$ cat config.mk
export PLATFORM = sky130hd
export DESIGN_NAME = split_timer_core
export DESIGN_NICKNAME = d
export VERILOG_FILES = /design/src/rtl/split_timer_pkg.sv /design/src/rtl/split_timer_ctrl.sv /design/src/rtl/split_timer_dp.sv /design/src/rtl/split_timer_core.sv
export SDC_FILE = /design/constraint.sdc
export NUM_CORES = 1
export LEC_CHECK = 0
export BUFFER_PORTS_ARGS = -buffer_cell sky130_fd_sc_hd__buf_2
export CAP_MARGIN = 15
export CORE_MARGIN = 10
export CORE_UTILIZATION = 45
export DETAILED_ROUTE_END_ITERATION = 10
export PLACE_DENSITY_LB_ADDON = 0.12
export SLEW_MARGIN = 10
export SYNTH_ARGS = -nofsm -noshare
export SYNTH_HDL_FRONTEND = slang
export SYNTH_SLANG_ARGS = --single-unit
$ cat constraint.sdc
create_clock -name clk -period 2.7 [get_ports clk]
set_input_delay 0.135 -clock clk [delete_from_list [all_inputs] [get_ports clk]]
set_output_delay 0.135 -clock clk [all_outputs]
set_load 0.02 [all_outputs]
$ cat src/rtl/split_timer_pkg.sv
package split_timer_pkg;

  localparam int NUM_HALVES = 2;

  localparam int ADDR_CNT_LO = 'h10;
  localparam int ADDR_CNT_HI = 'h14;
  localparam int ADDR_PRD_LO = 'h18;
  localparam int ADDR_PRD_HI = 'h1C;
  localparam int ADDR_MODE   = 'h20;
  localparam int ADDR_GLOBAL = 'h24;

  localparam int MODE_LO_LSB = 6;
  localparam int MODE_HI_LSB = 22;

  localparam logic [1:0] LAYOUT_SPLIT = 2'd1;

  typedef enum logic [1:0] {
    EN_OFF  = 2'd0,
    EN_ONCE = 2'd1,
    EN_LOOP = 2'd2,
    EN_RSVD = 2'd3
  } enMode_e;

  typedef struct packed {
    logic [NUM_HALVES-1:0] wrCnt;
    logic [NUM_HALVES-1:0] wrPrd;
    logic [NUM_HALVES-1:0] rearm;
    logic [NUM_HALVES-1:0] run;
    logic                  countOk;
    enMode_e               modeHi;
    enMode_e               modeLo;
  } tmrCmd_t;

endpackage

$ cat src/rtl/split_timer_ctrl.sv
module split_timer_ctrl
  import split_timer_pkg::*;
#(
  parameter int ADDR_W = 8,
  parameter int HALF_W = 32
) (
  input  logic                                clk,
  input  logic                                rstN,
  input  logic                                tickEn,
  input  logic [ADDR_W-1:0]                   busAddr,
  input  logic                                busWrEn,
  input  logic [HALF_W-1:0]                   busWrData,
  input  logic [NUM_HALVES-1:0][HALF_W-1:0]   cntQ,
  input  logic [NUM_HALVES-1:0][HALF_W-1:0]   prdQ,
  output tmrCmd_t                             cmd,
  output logic [HALF_W-1:0]                   busRdData
);

  logic                  hitCntLo, hitCntHi, hitPrdLo, hitPrdHi, hitMode, hitGlobal;
  enMode_e               modeLoQ, modeHiQ;
  logic [NUM_HALVES-1:0] runQ;
  logic [1:0]            layoutQ;

  assign hitCntLo  = (busAddr == ADDR_W'(ADDR_CNT_LO));
  assign hitCntHi  = (busAddr == ADDR_W'(ADDR_CNT_HI));
  assign hitPrdLo  = (busAddr == ADDR_W'(ADDR_PRD_LO));
  assign hitPrdHi  = (busAddr == ADDR_W'(ADDR_PRD_HI));
  assign hitMode   = (busAddr == ADDR_W'(ADDR_MODE));
  assign hitGlobal = (busAddr == ADDR_W'(ADDR_GLOBAL));

  always_ff @(posedge clk or negedge rstN) begin
    if (!rstN) begin
      modeLoQ <= EN_OFF;
      modeHiQ <= EN_OFF;
      runQ    <= '0;
      layoutQ <= '0;
    end else if (busWrEn) begin
      if (hitMode) begin
        modeLoQ <= enMode_e'(busWrData[MODE_LO_LSB +: 2]);
        modeHiQ <= enMode_e'(busWrData[MODE_HI_LSB +: 2]);
      end
      if (hitGlobal) begin
        runQ    <= busWrData[1:0];
        layoutQ <= busWrData[3:2];
      end
    end
  end

  always_comb begin
    cmd         = '0;
    cmd.wrCnt   = {busWrEn && hitCntHi, busWrEn && hitCntLo};
    cmd.wrPrd   = {busWrEn && hitPrdHi, busWrEn && hitPrdLo};
    cmd.rearm   = {2{busWrEn && hitMode}};
    cmd.run     = runQ;
    cmd.countOk = tickEn && (layoutQ == LAYOUT_SPLIT);
    cmd.modeLo  = modeLoQ;
    cmd.modeHi  = modeHiQ;
  end

  always_comb begin
    busRdData = '0;
    if (hitCntLo)  busRdData = cntQ[0];
    if (hitCntHi)  busRdData = cntQ[1];
    if (hitPrdLo)  busRdData = prdQ[0];
    if (hitPrdHi)  busRdData = prdQ[1];
    if (hitMode) begin
      busRdData[MODE_LO_LSB +: 2] = modeLoQ;
      busRdData[MODE_HI_LSB +: 2] = modeHiQ;
    end
    if (hitGlobal) busRdData[3:0] = {layoutQ, runQ};
  end

endmodule

$ cat src/rtl/split_timer_dp.sv
module split_timer_dp
  import split_timer_pkg::*;
#(
  parameter int HALF_W = 32
) (
  input  logic                              clk,
  input  logic                              rstN,
  input  tmrCmd_t                           cmd,
  input  logic [HALF_W-1:0]                 wrData,
  output logic [NUM_HALVES-1:0][HALF_W-1:0] cntQ,
  output logic [NUM_HALVES-1:0][HALF_W-1:0] prdQ,
  output logic [NUM_HALVES-1:0]             irqQ
);

  for (genvar h = 0; h < NUM_HALVES; h++) begin : g_half
    enMode_e           mode;
    logic [HALF_W-1:0] cnt, prd;
    logic              done, irq, active, atEnd;

    assign mode   = (h == 0) ? cmd.modeLo : cmd.modeHi;
    assign active = (mode == EN_ONCE) || (mode == EN_LOOP);
    assign atEnd  = (cnt == prd);

    always_ff @(posedge clk or negedge rstN) begin
      if (!rstN) begin
        cnt  <= '0;
        prd  <= '1;
        done <= 1'b0;
        irq  <= 1'b0;
      end else begin
        irq <= 1'b0;
        if (cmd.wrPrd[h]) prd <= wrData;
        if (!cmd.run[h]) begin
          cnt  <= '0;
          done <= 1'b0;
        end else if (cmd.wrCnt[h]) begin
          cnt  <= wrData;
          done <= 1'b0;
        end else begin
          if (cmd.rearm[h]) done <= 1'b0;
          if (cmd.countOk && active) begin
            if (!atEnd) begin
              cnt <= cnt + 1'b1;
            end else if (mode == EN_LOOP) begin
              cnt <= '0;
              irq <= 1'b1;
            end else if (!done) begin
              irq  <= 1'b1;
              done <= 1'b1;
            end
          end
        end
      end
    end

    assign cntQ[h] = cnt;
    assign prdQ[h] = prd;
    assign irqQ[h] = irq;
  end

endmodule

$ cat src/rtl/split_timer_core.sv
module split_timer_core
  import split_timer_pkg::*;
#(
  parameter int ADDR_W = 8,
  parameter int HALF_W = 32
) (
  input  logic              clk,
  input  logic              rstN,
  input  logic              tickEn,
  input  logic [ADDR_W-1:0] busAddr,
  input  logic              busWrEn,
  input  logic [HALF_W-1:0] busWrData,
  output logic [HALF_W-1:0] busRdData,
  output logic              irqLo,
  output logic              irqHi
);

  tmrCmd_t                           cmd;
  logic [NUM_HALVES-1:0][HALF_W-1:0] cntQ, prdQ;
  logic [NUM_HALVES-1:0]             irqQ;

  split_timer_ctrl #(.ADDR_W(ADDR_W), .HALF_W(HALF_W)) u_ctrl (
    .clk       (clk),
    .rstN      (rstN),
    .tickEn    (tickEn),
    .busAddr   (busAddr),
    .busWrEn   (busWrEn),
    .busWrData (busWrData),
    .cntQ      (cntQ),
    .prdQ      (prdQ),
    .cmd       (cmd),
    .busRdData (busRdData)
  );

  split_timer_dp #(.HALF_W(HALF_W)) u_dp (
    .clk    (clk),
    .rstN   (rstN),
    .cmd    (cmd),
    .wrData (busWrData),
    .cntQ   (cntQ),
    .prdQ   (prdQ),
    .irqQ   (irqQ)
  );

  assign irqLo = irqQ[0];
  assign irqHi = irqQ[1];

endmodule

# --- Yosys cells after proc, flatten, opt, wreduce, memory -nomap -nowiden ---
# Cells that the tools add are included.
op_classes:
  eq_ne: 17
  mux: 43
  bitwise_logic: 0
  order_cmp: 0
  add_sub_neg: 2
  n_div: 0
  mul: 0
  n_reduce_logical: 14
  shifts: 0
ops:
  columns: ["cell", "count"]
  rows:
  - ["$mux 32", 14]
  - ["$add 32x1->32 const B", 2]
  - ["$eq 32x32->1", 2]
  - ["$eq 8x5->1 const B", 4]
  - ["$mux 1", 26]
  - ["$eq 8x6->1 const B", 2]
  - ["$logic_and 1x1->1", 8]
  - ["$ne 4x4->1 const B", 2]
  - ["$reduce_and 2->1", 4]
  - ["$eq 2x1->1 const B", 3]
  - ["$ne 3x2->1 const B", 2]
  - ["$eq 2x2->1 const B", 2]
  - ["$mux 2", 2]
  - ["$mux 4", 1]
  - ["$logic_or 1x1->1", 2]
word_totals:
  output_inout_bits: 34
  wordCells: 88
  mem_bits_ro: 0
  latchBits: 0
  ff_bits: 140
  ramBits: 0
  n_memories: 0
  input_bits: 44

# --- Logic depth before layout (Yosys ltp) ---
# Gate-level depths: netlist (run 1).
depth:
  ltp_word: 9
  ltp_mapped: 9
  ltp_nobuf: 7

# --- Modules after synthesis ---
# A second synthesis (run 1) with hierarchy kept.
hier_totals:
  cells_unflattened: 1026
  area_unflattened_um2: 9908.3
by_module_without_submodules:
  columns: ["mod", "cells_per_inst", "area_each_um2", "n_inst", "seq_area_each_um2"]
  rows:
  - ["split_timer_dp", 877, 8375.5, 1, 3383.2]
  - ["split_timer_ctrl", 149, 1532.7, 1, 200.2]

# --- Least setup slack after synthesis (run 1) ---
# Ideal clock, no wire load.
synth_timing:
  path_type: "flip-flop to flip-flop"
  startpoint: "register u_dp.g_half[0].prd[31]"
  endpoint: "register u_dp.g_half[0].cnt[17]"
  path_slack_ns: 0.582
  stages_incl_launch_ff: 9
  setup_time_ns: 0.121
  path_buffers: 2
  required_time_ns: 2.579
  synth_period_minus_slack_ns: 2.118
  arrival_ns: 1.998
  path_cell_list: "dfstp_2 > xnor2_1 > nand4_1 > nor4_4 > a31o_1 > buf_4 > a21oi_4 > buf_4 > a22o_1"
synth_via:
  elab_chain_len: 5
  elab_cells_between_ends: 7
  cone_classes: "2 x eq/ne; 4 x mux; 1 x reduce/logical"
synth_lines:
  columns: ["element", "line_no", "text"]
  rows:
  - ["start, declared", "split_timer_dp.sv:17", "logic [HALF_W-1:0] cnt, prd;"]
  - ["start signal, assigned", "split_timer_dp.sv:32", "if (cmd.wrPrd[h]) prd <= wrData;"]
  - ["$eq 32x32->1 *", "split_timer_dp.sv:22", "assign atEnd = (cnt == prd);"]
  - ["$mux 32", "split_timer_dp.sv:42", "if (!atEnd) begin"]
  - ["$mux 32", "split_timer_dp.sv:41", "if (cmd.countOk && active) begin"]
  - ["$mux 32", "split_timer_dp.sv:36", "end else if (cmd.wrCnt[h]) begin"]
  - ["$mux 32", "split_timer_dp.sv:33", "if (!cmd.run[h]) begin"]
  - ["end signal, assigned", "split_timer_dp.sv:37", "cnt <= wrData;"]
  - ["end signal, assigned", "split_timer_dp.sv:43", "cnt <= cnt + 1'b1;"]
  - ["end, declared", "split_timer_dp.sv:17", null]
# Every way passes the cells marked *; elsewhere a longest branch is shown, timed or not. The select of a mux whose other input is x is not followed.
# A chain may end at the register's enable or synchronous reset.

# --- Worst setup path in the final report (run 1) ---
layout_timing:
  startpoint: "register u_dp.g_half[1].cnt[1]"
  endpoint: "register u_dp.g_half[1].cnt[16]"
layout_via:
  elab_chain_len: 5
  elab_cells_between_ends: 8
  cone_classes: "1 x add/sub; 2 x eq/ne; 4 x mux; 1 x reduce/logical"
layout_lines:
  columns: ["element", "line_no"]
  rows:
  - ["start, declared", "split_timer_dp.sv:17"]
  - ["start signal, assigned", "split_timer_dp.sv:37"]
  - ["start signal, assigned", "split_timer_dp.sv:43"]
  - ["$add 32x1->32 / $eq 32x32->1 (equally long branches)", "split_timer_dp.sv:43, split_timer_dp.sv:22"]
  - ["$mux 32", "split_timer_dp.sv:42"]
  - ["$mux 32", "split_timer_dp.sv:41"]
  - ["$mux 32", "split_timer_dp.sv:36"]
  - ["$mux 32", "split_timer_dp.sv:33"]
# Several ways; a longest one is shown, not always the timed one. The select of a mux whose other input is x is not followed.

==> results.sh, run 1 <==
export IMPL_status="completed"
export IMPL_nFillCells=1858
export IMPL_whs_ns=0.0249
export IMPL_vias_per_cell=6.38
export IMPL_rsz0062_at_grt="no"
export IMPL_antenna_left=0
export IMPL_track_usage_pct=26.3
export IMPL_dpl_cell_area_sq_mm=0.0105
export IMPL_finalNetCount=1134
export IMPL_initial_core_util_pct=45.9
export IMPL_p_leak_nw=4.91
export IMPL_slew_headroom_pct=40.0
export IMPL_antenna_found_initial=0
export IMPL_htree_levels=4
export IMPL_synthesis_area_sq_mm=0.00931
export IMPL_cp_end_kind="flip-flop"
export IMPL_clock_path_buffers=2
export IMPL_wl_per_cell_microns=26.0
export IMPL_grt_pass1_wl_mm=53.5
export IMPL_drc=0
export IMPL_place_gp_congestion=0.988
export IMPL_synth_edf_count=0
export IMPL_synth_cell_type_count=64
export IMPL_clock_skew_ns=0.0133
export IMPL_synth_avg_cell_area_sq_um=9.58
export IMPL_diodes=0
export IMPL_critical_path_max_fanout=7
export IMPL_coreArea_sq_mm=0.0203
export IMPL_ys_ff_latch=140
export IMPL_setup_viol=0
export IMPL_grt_max_degree=63
export IMPL_first_iter_violations=911
export IMPL_setup_tns_ns=0
export IMPL_worst_skew_pair_late_latency_ns=0.44
export IMPL_die_h_microns=164
export IMPL_slew_violations=0
export IMPL_netlist_instances=972
export IMPL_portBuffers=77
export IMPL_hold_violations=0
export IMPL_crit_type="reg2reg"
export IMPL_min_period_over_period_pct=94.0
export IMPL_wirelength_mm=35.6
export IMPL_postLayoutCoreUtil_pct=55.0
export IMPL_die_x_microns=164
export IMPL_worst_setup_path_start_kind="flip-flop"
export IMPL_fp_dieArea_sq_mm=0.0268
export IMPL_io_pins=78
export IMPL_max_freq_mhz=394
export IMPL_ir_worst_vdd_uv=452
export IMPL_cts_reportedPaths_clkPinSlew_ns=0.07
export IMPL_final_cells=1369
export IMPL_dp_cells=1336
export IMPL_synthArstFlopShare_pct=100
export IMPL_hpwl_mm=27.0
export IMPL_ys_seq_area_share_pct=38.5
export IMPL_clkSinkCount=140
export IMPL_first_pass_iters=6
export IMPL_arrival_ns=2.87
export IMPL_synthToLayoutAreaGrowth_pct=20.0
export IMPL_overflow=0
export IMPL_p_per_area_mw_per_mm2=500
export IMPL_cts_buffers=17
export IMPL_num_rows=52
export IMPL_drv_cap=0
export IMPL_ys_flop_type="dfrtp_1"
export IMPL_synthesis_nets=1020
export IMPL_num_vias=8736
export IMPL_min_period_ns=2.54
export IMPL_cts_tree="yes"
export IMPL_hold_path_class="in2reg"
export IMPL_fin_area_sq_mm=0.0112
export IMPL_ys_warnings_count=0
export IMPL_grt_pass1_vias=8527
export IMPL_cp_data_required_time_ns=3.03
export IMPL_root_buffer="clkbuf_16"
export IMPL_worst_pin_slew_ns=0.899
export IMPL_drive_gt1_share_pct=34.3
power breakdown:
| part | internal (mW) | switching [mW] | leakage [nW] |
|---|---|---|---|
| clock | 1.64 | 1.01 | 0.315 |
| combinational | 0.261 | 0.431 | 2.87 |
| sequential | 2.19 | 0.0589 | 1.72 |
| total | 4.09 | 1.50 | 4.91 |
synth_stat cells (21+ instances only):
| master | count | area share (%) |
|---|---|---|
| nand2_1 | 104 | 4.2 |
| dfrtp_1 | 76 | 20 |
| nand3_1 | 27 | 1.5 |
| inv_1 | 27 | 1.1 |
| nor2_1 | 53 | 2.1 |
| o31ai_1 | 21 | 1.7 |
| nand4_1 | 33 | 2.2 |
| clkbuf_1 | 35 | 1.4 |
| xnor2_1 | 39 | 3.7 |
| a22oi_1 | 21 | 1.7 |
| a22o_1 | 50 | 4.7 |
| mux2_2 | 80 | 9.7 |
| buf_2 | 32 | 1.7 |
| o21ai_0 | 27 | 1.5 |
| dfstp_2 | 64 | 18 |
| xor2_1 | 44 | 4.1 |
registers in the layout (all words and copies together), names as in the netlist:
register          count
u_ctrl.modeLoQ        2
u_dp.g_half.prd      64
u_dp.g_half.done      2
u_dp.g_half.cnt      64
u_ctrl.runQ           2
u_dp.g_half.irq       2
u_ctrl.modeHiQ        2
u_ctrl.layoutQ        2
critical path: stages (launching register included):
cell	delay [ns]
dfrtp_1	0.47
xor2_1	0.22
nor4_1	0.39
nand4_1	0.31
o31ai_4	0.40
a21oi_1	0.30
a211o_1	0.33
per-layer routing:
layer,routed length [microns],global-route usage (%),part of all wire [%],up-vias
met5,0,0,0,-
met4,1050,10.2,2.9,0
met3,2520,4.26,7.1,65
met2,16700,42.1,47,405
met1,15300,35.0,43,4394
li1,-,-,-,3872
per-stage QoR:
step | setup WS (ns) | power (mW)
global placement | 0.168 | 2.95
CTS | 0.0996 | 5.58
finish | 0.163 | 5.58
floorplan | 0.582 | 2.61
global route | 0.0133 | 5.73
detailed placement | 0.118 | 2.95
placed cells by master, fill, tap and decap left out, drive strengths merged, types with 3 or more instances in the layout:
| cell type | instances |
|---|---|
| o21ai | 29 |
| nor3 | 13 |
| o221ai | 3 |
| nand2 | 105 |
| a222oi | 8 |
| and2 | 12 |
| o2bb2ai | 16 |
| xnor2 | 39 |
| inv | 31 |
| bufinv | 4 |
| a211o | 4 |
| mux2i | 7 |
| a2bb2oi | 8 |
| nand3 | 27 |
| a221o | 11 |
| ha | 4 |
| a22o | 50 |
| o22ai | 9 |
| a21oi | 22 |
| nor4 | 20 |
| or3 | 5 |
| dfstp | 64 |
| and3 | 18 |
| xor2 | 44 |
| clkbuf | 21 |
| nor2 | 54 |
| o31a | 3 |
| nand4 | 34 |
| dfrtp | 76 |
| o41ai | 20 |
| o31ai | 22 |
| a31oi | 3 |
| a31o | 3 |
| or4 | 5 |
| and4 | 3 |
| mux2 | 80 |
| a22oi | 21 |
| buf | 179 |
cell type report:
class                           instances  area [sq um]  share of cell area [%]
Clock buffer                           21           470                    4.21
Clock inverter                         11           180                    1.61
Inverter                               27           101                   0.907
Multi-Input combinational cell        720          5240                    46.9
Sequential cell                       140          3580                    32.1
Tap cell                              270           338                    3.02
Timing Repair Buffer                  180          1250                    11.2
timing repair:
item	in CTS	in global routing
hold buffers	1	0
endpoints found under the setup margin	0	33
buffers inserted	0	0
resized for setup	0	3
hold endpoints to repair	29	0
path summary, 6_finish.rpt:
check                                       from                      to  slack [ns]  cells past startpoint
max                        u_dp.g_half[1].cnt[1]  u_dp.g_half[1].cnt[16]        0.16                      6
min                                busWrData[15]  u_dp.g_half[1].prd[15]        0.02                      2
max reg2reg                u_dp.g_half[1].cnt[1]  u_dp.g_half[1].cnt[16]        0.16                      6
min reg2reg                  u_dp.g_half[0].done      u_dp.g_half[0].irq        0.51                      1
max in group asynchronous                   rstN   u_dp.g_half[0].prd[6]        1.57                      3
min in group asynchronous                   rstN  u_dp.g_half[1].cnt[28]        0.26                      2
kinds of logic (layout without fill, tap and decap cells):
| family | Yosys count | count (layout) | synth area share, % |
|---|---|---|---|
| buf+inv | 112 | 239 | 5.44 |
| flops | 140 | 140 | 38.5 |
| mux | 87 | 87 | 10.4 |
| simple gates | 303 | 303 | 16.8 |
| compound gates | 243 | 243 | 20.5 |
| xor+xnor | 83 | 83 | 7.81 |
| fa+ha+maj | 4 | 4 | 0.537 |
No activity file was read; power rests on OpenSTA's default activity.
==> run 2: changes to the inputs <==
--- a/config.mk
+++ b/config.mk
@@ -5,11 +5,13 @@
 export SDC_FILE = /design/constraint.sdc
 export NUM_CORES = 1
 export LEC_CHECK = 0
+export ABC_AREA = 1
 export BUFFER_PORTS_ARGS = -buffer_cell sky130_fd_sc_hd__buf_2
 export CAP_MARGIN = 15
 export CORE_MARGIN = 10
 export CORE_UTILIZATION = 45
 export DETAILED_ROUTE_END_ITERATION = 10
+export MAX_ROUTING_LAYER = met4
 export PLACE_DENSITY_LB_ADDON = 0.12
 export SLEW_MARGIN = 10
 export SYNTH_ARGS = -nofsm -noshare
==> results.sh, run 2 <==
export IMPL_ir_worst_vdd_uv=414
export IMPL_crit_path_frequent_cell="nand2_1"
export IMPL_drv_cap=0
export IMPL_synth_cell_type_count=42
export IMPL_clockPowerShare_pct=43.2
export IMPL_clock_path_buffers=2
export IMPL_fp_dieArea_sq_mm=0.0304
export IMPL_hold_buffers=1
export IMPL_post_cts_resized=0
export IMPL_min_period_over_period_pct=86.8
export IMPL_worst_skew_pair_late_latency_ns=0.43
export IMPL_switching_share_pct=30.2
export IMPL_initial_core_util_pct=45.6
export IMPL_crit_type="reg2reg"
export IMPL_grt_pass1_wl_mm=58.2
export IMPL_setup_ws_ns=0.356
export IMPL_cts_reportedPaths_clkPinSlew_ns=0.07
export IMPL_wl_per_cell_microns=18.9
export IMPL_synth_adder_area_share_pct=0.467
export IMPL_synthArstFlopShare_pct=100
export IMPL_wirelength_mm=36.8
export IMPL_synth_top_family_by_area="simple AND/OR/NAND/NOR gates"
export IMPL_place_gp_congestion=0.944
export IMPL_dpl_cell_area_sq_mm=0.0113
export IMPL_setup_viol=0
export IMPL_yosys_top_cells_count="nand2_1 (566), inv_1 (166), o21ai_0 (106)"
export IMPL_yosys_top_cells_area="nand2_1 (20%), dfrtp_1 (18%), dfstp_2 (16%), nand3_2 (5.9%), inv_1 (5.8%)"
export IMPL_slew_headroom_pct=52.3
export IMPL_critical_path_max_fanout=33
export IMPL_finalNetCount=1663
export IMPL_antenna_left=0
export IMPL_root_buffer="clkbuf_16"
export IMPL_worst_setup_path_start_kind="flip-flop"
export IMPL_clkSinkCount=140
export IMPL_post_cts_setup_buffers=0
export IMPL_yosys_cell_count_top_type="nand2_1"
export IMPL_num_vias=10400
export IMPL_synthesis_area_sq_mm=0.0107
export IMPL_synth_avg_cell_area_sq_um=6.79
export IMPL_first_iter_violations=1177
export IMPL_io_pins=78
export IMPL_crit_family="simple AND/OR/NAND/NOR gates"
export IMPL_p_leak_nw=5.94
export IMPL_combPwrFrac_pct=13.3
export IMPL_cp_data_required_time_ns=3.02
export IMPL_crit_chain="xnor2_1 > nand2_1 > nor2_1 > nand2_1 > nor2_2 > nand2_2 > nand2_1 > nand2_1 > nand3_2 > nand2_1"
export IMPL_synth_compound_area_share_pct=10.4
export IMPL_grt_pass1_vias=10100
export IMPL_synthSimpleGateAreaFrac_pct=37.8
export IMPL_synthToLayoutAreaGrowth_pct=10.8
export IMPL_place_ws_ns=0.390
export IMPL_ys_seq_area_share_pct=33.5
export IMPL_overflow=0
export IMPL_die_x_microns=174
export IMPL_synth_edf_count=0
export IMPL_cts_tree="yes"
export IMPL_synthesis_nets=1625
export IMPL_htree_levels=4
export IMPL_synth_top_cell_by_area="nand2_1"
export IMPL_synth_area_mux_share_pct=0
export IMPL_netlist_instances=1577
export IMPL_first_pass_iters=7
export IMPL_grt_max_degree=65
export IMPL_whs_ns=0.0324
export IMPL_crit_path_top_delay_cell="dfrtp_1"
export IMPL_p_per_area_mw_per_mm2=437
export IMPL_worst_pin_slew_ns=0.713
export IMPL_p_int_mw=3.62
export IMPL_hold_violations=0
export IMPL_num_rows=56
export IMPL_track_usage_pct=24.9
export IMPL_setup_tns_ns=0
export IMPL_p_switching_mw=1.56
export IMPL_synth_xor_xnor_area_share_pct=6.95
export IMPL_ys_ff_latch=140
export IMPL_antenna_found_initial=0
export IMPL_status="completed"
export IMPL_portBuffers=77
export IMPL_seq_power_share_pct=43.4
export IMPL_cp_end_kind="flip-flop"
export IMPL_reg_top3="u_dp.g_half.cnt: 64 flops, u_dp.g_half.prd: 64 flops"
export IMPL_drc=0
export IMPL_slew_violations=0
export IMPL_final_common_cell="nand2_1"
export IMPL_clock_skew_ns=0.00986
export IMPL_die_h_microns=174
export IMPL_fin_area_sq_mm=0.0119
export IMPL_cts_buffers=17
export IMPL_rsz0062_at_grt="no"
export IMPL_coreArea_sq_mm=0.0235
export IMPL_synth_top_cell_area_share_pct=19.8
export IMPL_min_period_ns=2.34
export IMPL_final_cell_mix="nand2_1 (566), inv_1 (166), o21ai_0 (106)"
export IMPL_hold_path_class="in2reg"
export IMPL_ys_warnings_count=0
export IMPL_power_total_mw=5.18
export IMPL_critical_path_max_stage_delay_ns=0.47
export IMPL_max_freq_mhz=427
export IMPL_arrival_ns=2.66
export IMPL_drive_gt1_share_pct=19.8
export IMPL_hpwl_mm=27.8
export IMPL_ys_flop_type="dfrtp_1"
export IMPL_path_buf_inv=0
export IMPL_vias_per_cell=5.33
==> run 2: changes by cell type in the layout (fill, tap and decap cells not counted), moves of 27 or more <==
cell	change
nor2_1	+27
nand3_1	+77
a22o_1	-47
nand3_2	+63
inv_1	+139
mux2_2	-80
nand2_1	+462
o21ai_0	+79
buf_4	-67
==> run 2: layout make-up <==
type,instances,area (sq um)
repair buffers,110,692
inverters,179,679
multi-input cells,1167,5970
well taps,319,399
diodes,1,2.50
clock buffers,19,454
fillers,2403,11600
flip-flops and latches,140,3580
clock inverters,13,90.1
==> run 2: power by group through the flow <==
| stage | Combinational [mW] | Sequential (mW) | Clock (mW) |
|---|---|---|---|
| 6_report | 0.691 | 2.25 | 2.24 |
| 5_1_grt | 0.760 | 2.26 | 2.35 |
| 4_1_cts | 0.690 | 2.25 | 2.25 |
| 3_5_place_dp | 0.686 | 2.28 | 0 |
| 3_3_place_gp | 0.685 | 2.28 | 0 |
| 2_1_floorplan | 0.444 | 2.26 | 0 |
==> run 2: kinds of logic after synthesis <==
group	Yosys count
and+or+nand+nor	876
DFF	140
AOI/OAI and AO/OA	202
buffers and inverters	270
adders and majority gates	4
xor gates and xnor gates	85
==> run 2: metal layers <==
layer	wire, microns	share of wire, %	GRT usage (%)
met2	16500	45	37.1
met3	2270	6.2	3.79
met5	0	0	-
met1	17200	47	34.2
met4	909	2.5	7.27
==> run 2: final timing paths <==
| check | to | from | slack [ns] | depth (start not counted) |
|---|---|---|---|---|
| setup / recovery | u_dp.g_half[0].cnt[21] | u_dp.g_half[0].cnt[3] | 0.36 | 10 |
| hold / removal | u_dp.g_half[1].prd[29] | busWrData[29] | 0.03 | 3 |
| setup reg to reg | u_dp.g_half[0].cnt[21] | u_dp.g_half[0].cnt[3] | 0.36 | 10 |
| hold reg to reg | u_dp.g_half[1].prd[25] | u_dp.g_half[1].prd[25] | 0.49 | 2 |
| max in group asynchronous | u_dp.g_half[1].prd[3] | rstN | 1.57 | 3 |
| min in group asynchronous | u_dp.g_half[0].cnt[0] | rstN | 0.26 | 2 |
==> run 2: through the flow <==
step / util [%] / instances
2_1_floorplan: - / 1577
3_3_place_gp: 48.2 / 1914
3_5_place_dp: 48.2 / 1914
4_1_cts: 50.5 / 1947
5_1_grt: 50.5 / 1947
6_report: 50.6 / 1948
==> run 2: worst register-to-register path, cell delays in order (launching register included) <==
cell and delay, ns:
dfrtp_1 0.47, xnor2_1 0.35, nand2_1 0.10, nor2_1 0.09, nand2_1 0.10, nor2_2 0.19, nand2_2 0.44, nand2_1 0.27
nand2_1 0.08, nand3_2 0.09, nand2_1 0.05
==> run 3: changes to the inputs <==
--- a/config.mk
+++ b/config.mk
@@ -9,7 +9,7 @@
 export BUFFER_PORTS_ARGS = -buffer_cell sky130_fd_sc_hd__buf_2
 export CAP_MARGIN = 15
 export CORE_MARGIN = 10
-export CORE_UTILIZATION = 45
+export CORE_UTILIZATION = 62
 export DETAILED_ROUTE_END_ITERATION = 10
 export MAX_ROUTING_LAYER = met4
 export PLACE_DENSITY_LB_ADDON = 0.12
==> results.sh, run 3 (synthesis results as in run 2) <==
export IMPL_status="completed"
export IMPL_num_vias=10600
export IMPL_setup_viol=0
export IMPL_cp_end_kind="flip-flop"
export IMPL_track_usage_pct=31.3
export IMPL_drive_gt1_share_pct=19.1
export IMPL_crit_path_frequent_cell="nand2_1"
export IMPL_power_total_mw=5.26
export IMPL_drc=0
export IMPL_grt_pass1_wl_mm=54.2
export IMPL_nFillCells=1529
export IMPL_antenna_found_initial=1
export IMPL_initial_core_util_pct=62.6
export IMPL_fin_area_sq_mm=0.0116
export IMPL_post_cts_setup_buffers=0
export IMPL_reg_top3="u_dp.g_half.cnt: 64 flops, u_dp.g_half.prd: 64 flops"
export IMPL_synthToLayoutAreaGrowth_pct=8.75
export IMPL_ir_worst_vdd_uv=499
export IMPL_max_freq_mhz=415
export IMPL_grt_pass1_vias=9714
export IMPL_critical_path_max_stage_delay_ns=0.42
export IMPL_io_pins=78
export IMPL_cp_data_required_time_ns=3.03
export IMPL_post_cts_resized=0
export IMPL_dpl_cell_area_sq_mm=0.0111
export IMPL_slew_headroom_pct=39.4
export IMPL_clockPowerShare_pct=44.6
export IMPL_p_leak_nw=5.88
export IMPL_htree_levels=4
export IMPL_crit_chain="inv_1 > nand2_1 > nand2_1 > nand2_1 > nor2_1 > nand2_1 > nor2_4 > nand3_2 > nand2_4 > nand2_4 > nand3_1 > nand2_1"
export IMPL_combPwrFrac_pct=12.7
export IMPL_worst_setup_path_start_kind="flip-flop"
export IMPL_place_gp_congestion=1.03
export IMPL_setup_tns_ns=0
export IMPL_min_period_over_period_pct=89.3
export IMPL_clkSinkCount=140
export IMPL_min_period_ns=2.41
export IMPL_slew_violations=0
export IMPL_worst_pin_slew_ns=0.906
export IMPL_final_cell_mix="nand2_1 (566), inv_1 (166), o21ai_0 (106)"
export IMPL_overflow=0
export IMPL_crit_type="reg2reg"
export IMPL_num_rows=48
export IMPL_grt_max_degree=65
export IMPL_diodes=0
export IMPL_fp_dieArea_sq_mm=0.0229
export IMPL_root_buffer="clkbuf_16"
export IMPL_critical_path_max_fanout=32
export IMPL_crit_family="simple AND/OR/NAND/NOR gates"
export IMPL_die_h_microns=151
export IMPL_finalNetCount=1651
export IMPL_crit_path_top_delay_cell="dfrtp_1"
export IMPL_final_common_cell="nand2_1"
export IMPL_clock_skew_ns=0.00900
export IMPL_drv_cap=0
export IMPL_p_switching_mw=1.47
export IMPL_path_buf_inv=1
export IMPL_postLayoutCoreUtil_pct=68.1
export IMPL_wl_per_cell_microns=18.8
export IMPL_die_x_microns=151
export IMPL_hold_path_class="in2reg"
export IMPL_antenna_left=0
export IMPL_first_iter_violations=996
export IMPL_vias_per_cell=5.73
export IMPL_cts_reportedPaths_clkPinSlew_ns=0.06
export IMPL_portBuffers=77
export IMPL_arrival_ns=2.74
export IMPL_cts_buffers=17
export IMPL_worst_skew_pair_late_latency_ns=0.44
export IMPL_clock_path_buffers=2
export IMPL_first_pass_iters=6
export IMPL_wirelength_mm=34.6
export IMPL_seq_power_share_pct=42.7
export IMPL_cts_tree="yes"
export IMPL_coreArea_sq_mm=0.0171
export IMPL_rsz0062_at_grt="no"
export IMPL_p_int_mw=3.80
export IMPL_hpwl_mm=25.9
export IMPL_whs_ns=0.0263
export IMPL_switching_share_pct=27.9
export IMPL_hold_buffers=1
export IMPL_p_per_area_mw_per_mm2=452
export IMPL_hold_violations=0
## run 3: worst min-delay path, cell delays in order
cell and delay (ns):
buf_2 0.11, inv_1 0.12, o21ai_1 0.09
## run 3: cell type report
class,count,area [sq um],area share [%]
multi-input combinational,1167,5970,51.2
clock buffer,24,482,4.13
sequential,140,3580,30.8
inverter,179,679,5.83
tap,225,282,2.42
timing repair buffer,98,564,4.84
clock inverter,8,92.6,0.795
## run 3: path summary, 6_finish.rpt
path | cells after the start | slack (ns) | from | endpoint
max | 12 | 0.29 | u_dp.g_half[1].cnt[29] | u_dp.g_half[1].cnt[0]
min | 3 | 0.03 | busWrData[28] | u_dp.g_half[1].prd[28]
max reg2reg | 12 | 0.29 | u_dp.g_half[1].cnt[29] | u_dp.g_half[1].cnt[0]
min reg2reg | 2 | 0.49 | u_dp.g_half[1].prd[28] | u_dp.g_half[1].prd[28]
max in group asynchronous | 3 | 1.61 | rstN | u_dp.g_half[0].prd[25]
min in group asynchronous | 2 | 0.28 | rstN | u_dp.g_half[0].cnt[5]
## run 3: per-stage QoR
stage               std cells  setup slack (ns)
floorplan                1577             0.944
global placement         1808             0.335
detailed placement       1808             0.325
CTS                      1841             0.306
global route             1841            0.0893
finish                   1841             0.289
## run 3: routing by layer
metal	vias up	GRT usage [%]	part of all wire [%]
li1	5020	-	-
met1	4961	43.3	44
met2	494	46.1	45
met3	75	4.87	8.7
met4	0	10.1	2.8
met5	-	-	0
## run 3: power groups by stage
stage | combinational (mW) | sequential, mW | clock, mW
after floorplan | 0.444 | 2.26 | 0
after global placement | 0.647 | 2.28 | 0
after detailed placement | 0.655 | 2.28 | 0
after CTS | 0.660 | 2.25 | 2.36
after global routing | 0.733 | 2.26 | 2.44
final | 0.667 | 2.25 | 2.35
